<file path="config.mk">
export PLATFORM = sky130hd
export DESIGN_NAME = wrlvl_sweep
export DESIGN_NICKNAME = d
export VERILOG_FILES = /design/src/rtl/wrlvl_sweep.sv
export SDC_FILE = /design/constraint.sdc
export NUM_CORES = 1
export LEC_CHECK = 0
export BUFFER_PORTS_ARGS = -buffer_cell sky130_fd_sc_hd__buf_2
export CORE_MARGIN = 5
export CORE_UTILIZATION = 45
export DETAILED_ROUTE_END_ITERATION = 16
export PLACE_DENSITY_LB_ADDON = 0.05
export SYNTH_ARGS = -nofsm -noshare
export SYNTH_HDL_FRONTEND = slang
export SYNTH_SLANG_ARGS = --single-unit
</file>
<file path="constraint.sdc">
create_clock -name clk -period 2.6 [get_ports clk]
set_input_delay 0.39 -clock clk [delete_from_list [all_inputs] [get_ports clk]]
set_output_delay 0.39 -clock clk [all_outputs]
set_load 0.02 [all_outputs]
</file>
<file path="src/rtl/wrlvl_sweep.sv">
module wrlvl_sweep #(
  parameter int LANES  = 4,
  parameter int TAP_W  = 5,
  parameter int SETTLE = 6,
  localparam int LW = (LANES > 1) ? $clog2(LANES) : 1
) (
  input  logic                   clk,
  input  logic                   rst_n,
  input  logic                   start,
  input  logic                   rb_valid,
  input  logic                   rb_lead,
  output logic                   strobe_en,
  output logic                   rb_req,
  output logic [LW-1:0]          lane_sel,
  output logic [LANES*TAP_W-1:0] tap_codes,
  output logic [LANES-1:0]       lane_err,
  output logic                   done
);
  localparam int CW = $clog2(SETTLE + 1);
  localparam logic [TAP_W-1:0] TAP_TOP = '1;

  typedef enum logic [1:0] {ST_IDLE, ST_SETL, ST_REQ, ST_WAIT} st_t;

  st_t             st;
  logic [CW-1:0]   cnt;
  logic [LW-1:0]   lane;
  logic            prev, first;
  logic [TAP_W-1:0] tap_q [LANES];
  logic [TAP_W-1:0] cur_tap;
  logic            flipped, lane_end, last_lane;

  assign cur_tap   = tap_q[lane];
  assign flipped   = !first && (rb_lead != prev);
  assign lane_end  = flipped || (cur_tap == TAP_TOP);
  assign last_lane = (lane == LW'(LANES - 1));
  assign strobe_en = (st != ST_IDLE);
  assign rb_req    = (st == ST_REQ);
  assign lane_sel  = lane;

  for (genvar g = 0; g < LANES; g++) begin : g_pack
    assign tap_codes[g*TAP_W +: TAP_W] = tap_q[g];
  end

  always_ff @(posedge clk or negedge rst_n) begin
    if (!rst_n) begin
      st       <= ST_IDLE;
      cnt      <= '0;
      lane     <= '0;
      prev     <= 1'b0;
      first    <= 1'b1;
      lane_err <= '0;
      done     <= 1'b0;
      for (int i = 0; i < LANES; i++) tap_q[i] <= '0;
    end else begin
      case (st)
        ST_IDLE: if (start) begin
          for (int i = 0; i < LANES; i++) tap_q[i] <= '0;
          lane_err <= '0;
          done     <= 1'b0;
          lane     <= '0;
          first    <= 1'b1;
          cnt      <= '0;
          st       <= ST_SETL;
        end
        ST_SETL: begin
          if (cnt == CW'(SETTLE - 1)) begin
            cnt <= '0;
            st  <= ST_REQ;
          end else cnt <= cnt + 1'b1;
        end
        ST_REQ: st <= ST_WAIT;
        ST_WAIT: if (rb_valid) begin
          if (lane_end) begin
            if (!flipped) lane_err[lane] <= 1'b1;
            if (last_lane) begin
              done <= 1'b1;
              st   <= ST_IDLE;
            end else begin
              lane  <= lane + 1'b1;
              first <= 1'b1;
              st    <= ST_SETL;
            end
          end else begin
            tap_q[lane] <= cur_tap + 1'b1;
            prev        <= rb_lead;
            first       <= 1'b0;
            st          <= ST_SETL;
          end
        end
        default: st <= ST_IDLE;
      endcase
    end
  end
endmodule

</file>
======== After elaboration in Yosys (flattened, before gate mapping) ========
Index checks and enable logic that the tools add are counted.
cells by class
  add/sub/neg operators ................... 3
  $lt $le $gt $ge ......................... 4
  eq/ne operators ......................... 16
  multiplexer cells ....................... 41
  bitwise operators ....................... 3
  reductions and logical operators ........ 17
operator list
  operator                                                       number
  20-bit two-way mux                                             3
  20-bit case mux with 2 select lines                            1
  20-bit bitwise mux                                             1
  2-bit two-way mux                                              8
  4-bit two-way mux                                              4
  2-bit inequality test, second input constant                   8
  5-bit two-way mux                                              3
  5-bit AND reduction                                            3
  5-bit binary-select mux with 2-bit select                      1
  5-bit demux with 2-bit select                                  1
  1-bit two-way mux                                              10
  2-bit case mux with 4 select lines                             1
  4-bit case mux with 2 select lines                             1
  4-bit AND reduction                                            2
  2-bit equality test, second input constant                     3
  3-bit two-way mux                                              2
  3-bit case mux with 2 select lines                             1
  3-bit AND reduction                                            2
  2-bit nonzero test                                             3
  5-bit by 1-bit adder with 5-bit output, second input constant  1
  5-bit equality test, second input constant                     1
  4-bit OR                                                       1
  1-bit case mux with 2 select lines                             2
  2-bit case mux with 2 select lines                             1
  other kinds (18)                                               20
word-level totals
  register bits ........................... 34
  input bits .............................. 5
  output and inout port bits .............. 29

======== Logic depth before layout (Yosys ltp) ========
  depth in word-level cells ............... 9
  depth in mapped cells ................... 10
  depth with buffers taken out ............ 8

======== Worst setup path after synthesis ========
No wires, ideal clock.
  kind .................................... register to register
  from .................................... register lane[0], in the netlist lane_sel[0]
  to ...................................... register tap_q, in the netlist tap_codes[2]
  library setup time ...................... 0.121 ns
  arrival ................................. 2.764 ns
  required time ........................... 2.479 ns
  path slack .............................. -0.285 ns
  cell stages (with the launch flop) ...... 11
  cell sequence ........................... dfrtp_1 -> buf_6 -> mux4_2 -> ha_1 -> and3_1 -> ha_1 -> nand2b_1 -> a21oi_1 -> clkbuf_1 -> o211ai_1 -> a22o_1
between the ends
  word-level cells in the longest chain between the ends .. 9
  elaborated cells on any way between the ends .. 18
  classes of those cells .................. 1 x add/sub; 2 x order compare; 2 x eq/ne; 9 x mux; 1 x bitwise; 3 x reduce/logical
ends and longest elaborated chain
  item                                                                                     RTL line  text
  from (decl)                                                                              26        logic [LW-1:0] lane;
  from (signal assigned)                                                                   79        lane <= lane + 1'b1;
  2-bit inverter with 3-bit output (not written as such) (*)                               32, 84
  5-bit binary-select mux with 2-bit select (tied with other cells)                        32        assign cur_tap = tap_q[lane];
  5-bit two-way mux (not written as such) or 1-bit logical AND (tied branches)             32, 84
  5-bit two-way mux, on equally long branches                                              32, 84
  5-bit by 1-bit adder with 5-bit output or 5-bit demux with 2-bit select (tied branches)  84        tap_q[lane] <= cur_tap + 1'b1;
  20-bit bitwise mux                                                                       84
  20-bit two-way mux                                                                       73        if (lane_end) begin
  20-bit two-way mux                                                                       72        ST_WAIT: if (rb_valid) begin
  20-bit case mux with 2 select lines                                                      55        case (st)
  to (signal, indexed assignment)                                                          84
  to (decl)                                                                                28        logic [TAP_W-1:0] tap_q [LANES];
Mark *: on every way between the ends. The rest lies on a longest branch, timed or not. The select of a mux whose other input is x is not followed.
A chain may end at the register's enable or synchronous reset.

======== Worst setup path after layout ========
  from .................................... register lane[0], in the netlist lane_sel[0]
  to ...................................... register tap_q, in the netlist tap_codes[16]
The elaborated chain is that of the path after synthesis.

==> metrics.md <==
| Metric | Value |
|---|---|
| Crit path cell chain | mux4_2 > ha_4 > and3_1 > ha_2 > nand2b_4 > a21oi_4 > o211ai_1 > a32o_1 |
| Top FF cell, synth | dfrtp_1 |
| Worst path top cell family by delay | compound AO/OA/AOI/OAI gates |
| Mapped Cells | 189 |
| Initial Util | between 40% and 50% |
| Max IR drop VDD | ~0.5 mV |
| Syn_nets | roughly 210 |
| Synth warnings | 0 |
| Chip width | between 70 and 80 um |
| Max Freq | roughly 400 MHz |
| Full die area | 5780 sq um |
| Crit-path slowest cell | mux4_2 |
| Psw | ~1400 uW |
| RSZ-0062 raised after global routing | false |
| I/O Pins | 34 |
| Gate power share | 54.2% |
| Global route overflow | 0 |
| Sink Count | 34 |
| Sequential cell fraction of total power | between 20 and 30% |
| Largest net degree at the start of global routing | 35 |
| Drt wl/cell | roughly 19 um |
| Final core utilization | a little under three fifths |
| Worst path bufs/invs | 0 |
| GRT Util Overall | a little under a fifth |
| Post-synthesis mux area share | slightly below 7% |
| # nets final | 252 |
| Worst hold-check path type | primary input to async pin |
| Core Region | around 4300 sq um |
| P&R area growth vs syn | 24.9% |
| CP Launch Type | flop |
| Relative max-transition margin | 48.6% |
| Max Transition Viols Final | 0 |
| Net Sw Frac | between 40% and 50% |
| DIE HEIGHT | 76.0 um |
| Final hold viol count | 0 |
| Cell row count | 24 |
| EDFF count, synth | 0 |
| Clk pwr share | 18.8% |
| H-tree depth | 2 |
| Seq/Total Area, Yosys | between 40 and 50% |
| Reg clk slew, reported paths | 0.07 ns |
| Max-cap violation count | 0 |
| Worst setup EP type | flop |
| GP Congestion | 0.858 |
| FF-to-FF Start | lane_sel[0]$_DFFE_PN0P_ |
| Adder-cell area share of the yosys netlist | 7.02% |
| Routed Antenna Nets | 0 |
| CTS Buffer Depth | 2 |
| Clk Latency, worst-skew pair | 0.29 ns |
| Setup TNS | 0 ns |
| Total CTS buffers | 5 |
| WP data required | roughly 2.8 ns |
| Global-route wire length before repair | ~8900 um |
| Slew @ Worst Pin | between 0.7 and 0.8 ns |
| Antenna diodes | 0 |
| Final wirelength | 5440 um |
| TritonRoute pass-1 iters | 4 |
| CTS Hold Bufs | 0 |
| # setup viols final | 0 |
| Largest family of logic cells by synthesized area | compound AO/OA/AOI/OAI gates |
| HPWL Detailed | about 3900 um |
| Clk_skew | about 0.0076 ns |
| Commonest non-fill, non-tap cell in the layout | buf_2 |
| DR iter-0 viols | between 150 and 200 |
| CTS tree | done |
| Crit-path max cell delay | between 0.5 and 0.6 ns |
| Leakage | 0.00120 uW |
| Clock root buffer | clkbuf_8 |
| Post-synth design cell area | around 2000 sq um |
| Unique masters post-synth | 38 |
| PD cells | 1270 nW/um^2 |
| Int Power | 1730 uW |
| Crit path launch | lane_sel[0]$_DFFE_PN0P_ |
| Post-synthesis simple-gate area fraction | between 10 and 15% |
| Post-detailed-route DRC marker count | 0 |
| Ys async rst share | 100% |
| Synth Register Bits | 34 |
| Most frequent cells in the layout | buf_2 (33), dfrtp_1 (32), inv_1 (19), nand2_1 (19), buf_4 (16) |
| Status | finished, final reports clean |
| Crit Path Max Fanout | 6 |
| Routed vias/inst | 6.02 |
| Syn avg cell area | slightly above 10 sq um |
| Initial antenna violation count | 0 |
| IO Port Bufs | 33 |
| XOR/XNOR Fraction of Synth Area | 1.79% |
| Synth Area in Compound Gates | 22.4% |
| Minimum clock period | ~2.5 ns |
| Number of global-route vias before repair | 1720 |
| Detailed-route via count | approximately 1.7k |
| Final worst path period share | 95.5% |
| Setup CP Type | flop to flop |
| CP arrival | around 2.7 ns |
| Fraction of layout cells with a size suffix above 1 | 31.2% |
==> path summary, 6_finish.rpt <==
path	end	slack (ns)	cells after the start
worst max-delay path	tap_codes[16]$_DFFE_PN0P_	0.12	8
worst min-delay path	lane_err[0]$_DFFE_PN0P_	0.17	1
worst max register to register	tap_codes[16]$_DFFE_PN0P_	0.12	8
worst min register to register	lane_err[0]$_DFFE_PN0P_	0.51	2
max in group asynchronous	lane_sel[0]$_DFFE_PN0P_	1.89	1
min in group clk	prev$_DFFE_PN0P_	0.35	2
==> sequential cells by signal (all words and copies together) (netlist names) <==
| name | flops |
|---|---|
| first | 1 |
| tap_codes | 20 |
| lane_sel | 2 |
| lane_err | 4 |
| done | 1 |
| cnt | 3 |
| prev | 1 |
| st | 2 |
==> cells by family after synthesis <==
family,after synthesis
AO/OA/AOI/OAI,55
AND/OR/NAND/NOR,50
flip-flops,34
buffers and inverters,28
adder cells (fa/ha/maj),11
multiplexers,7
XOR/XNOR,4
==> cell usage after synthesis (all sizes together) (3+ instances only) <==
| cell | number | area, sq um |
|---|---|---|
| a211oi | 3 | 22.5 |
| and2 | 6 | 37.5 |
| dfrtp | 33 | 826 |
| nand2b | 4 | 25.0 |
| a32o | 7 | 70.1 |
| and3 | 7 | 48.8 |
| nand3 | 3 | 15.0 |
| mux4 | 5 | 113 |
| inv | 19 | 71.3 |
| a31oi | 3 | 18.8 |
| clkbuf | 7 | 26.3 |
| nand2 | 19 | 71.3 |
| o21ai | 5 | 25.0 |
| o211ai | 7 | 52.6 |
| o221ai | 8 | 70.1 |
| ha | 11 | 138 |
| nor2 | 7 | 26.3 |
| a22o | 9 | 78.8 |
==> power by group through the flow <==
stage	registers [uW]	logic (uW)	clock network [uW]
after global placement	834	1590	0
after detailed placement	849	1630	0
after global routing	867	1840	625
after CTS	840	1640	601
final	842	1690	586
after floorplan	936	1000	0
==> layout make-up <==
type | instances | area, sq um
tap | 52 | 65.1
clock inverter | 3 | 68.8
fill | 396 | 1840
timing repair buffer | 49 | 285
clock buffer | 5 | 68.8
sequential | 34 | 853
inverter | 19 | 71.3
multi-input combinational | 127 | 1040
==> what timing repair did <==
action                                 4_1_cts  5_1_grt
setup buffers                                0        1
endpoints found under the hold margin        0        0
gates resized for setup                      1        7
setup endpoints to repair                    2       20
pin swaps                                    0        3
==> per-stage QoR <==
step	cells	setup WS [ns]	instance area (sq um)	hold WS [ns]	power (uW)
floorplan	189	0.00776	1990	0.0944	1940
global placement	280	0.0585	2270	0.490	2430
detailed placement	280	0.0222	2270	0.500	2480
CTS	288	0.0106	2410	0.203	3080
global route	289	0.0146	2450	0.248	3330
finish	289	0.116	2450	0.172	3120
==> routing by layer <==
layer  global-route usage [%]  share of wire (%)
met5                        0                  0
met4                     6.76                1.7
met3                     3.19                6.8
met2                     31.2                 48
met1                     25.2                 43
Note: power is estimated with default switching activity, not from simulation.
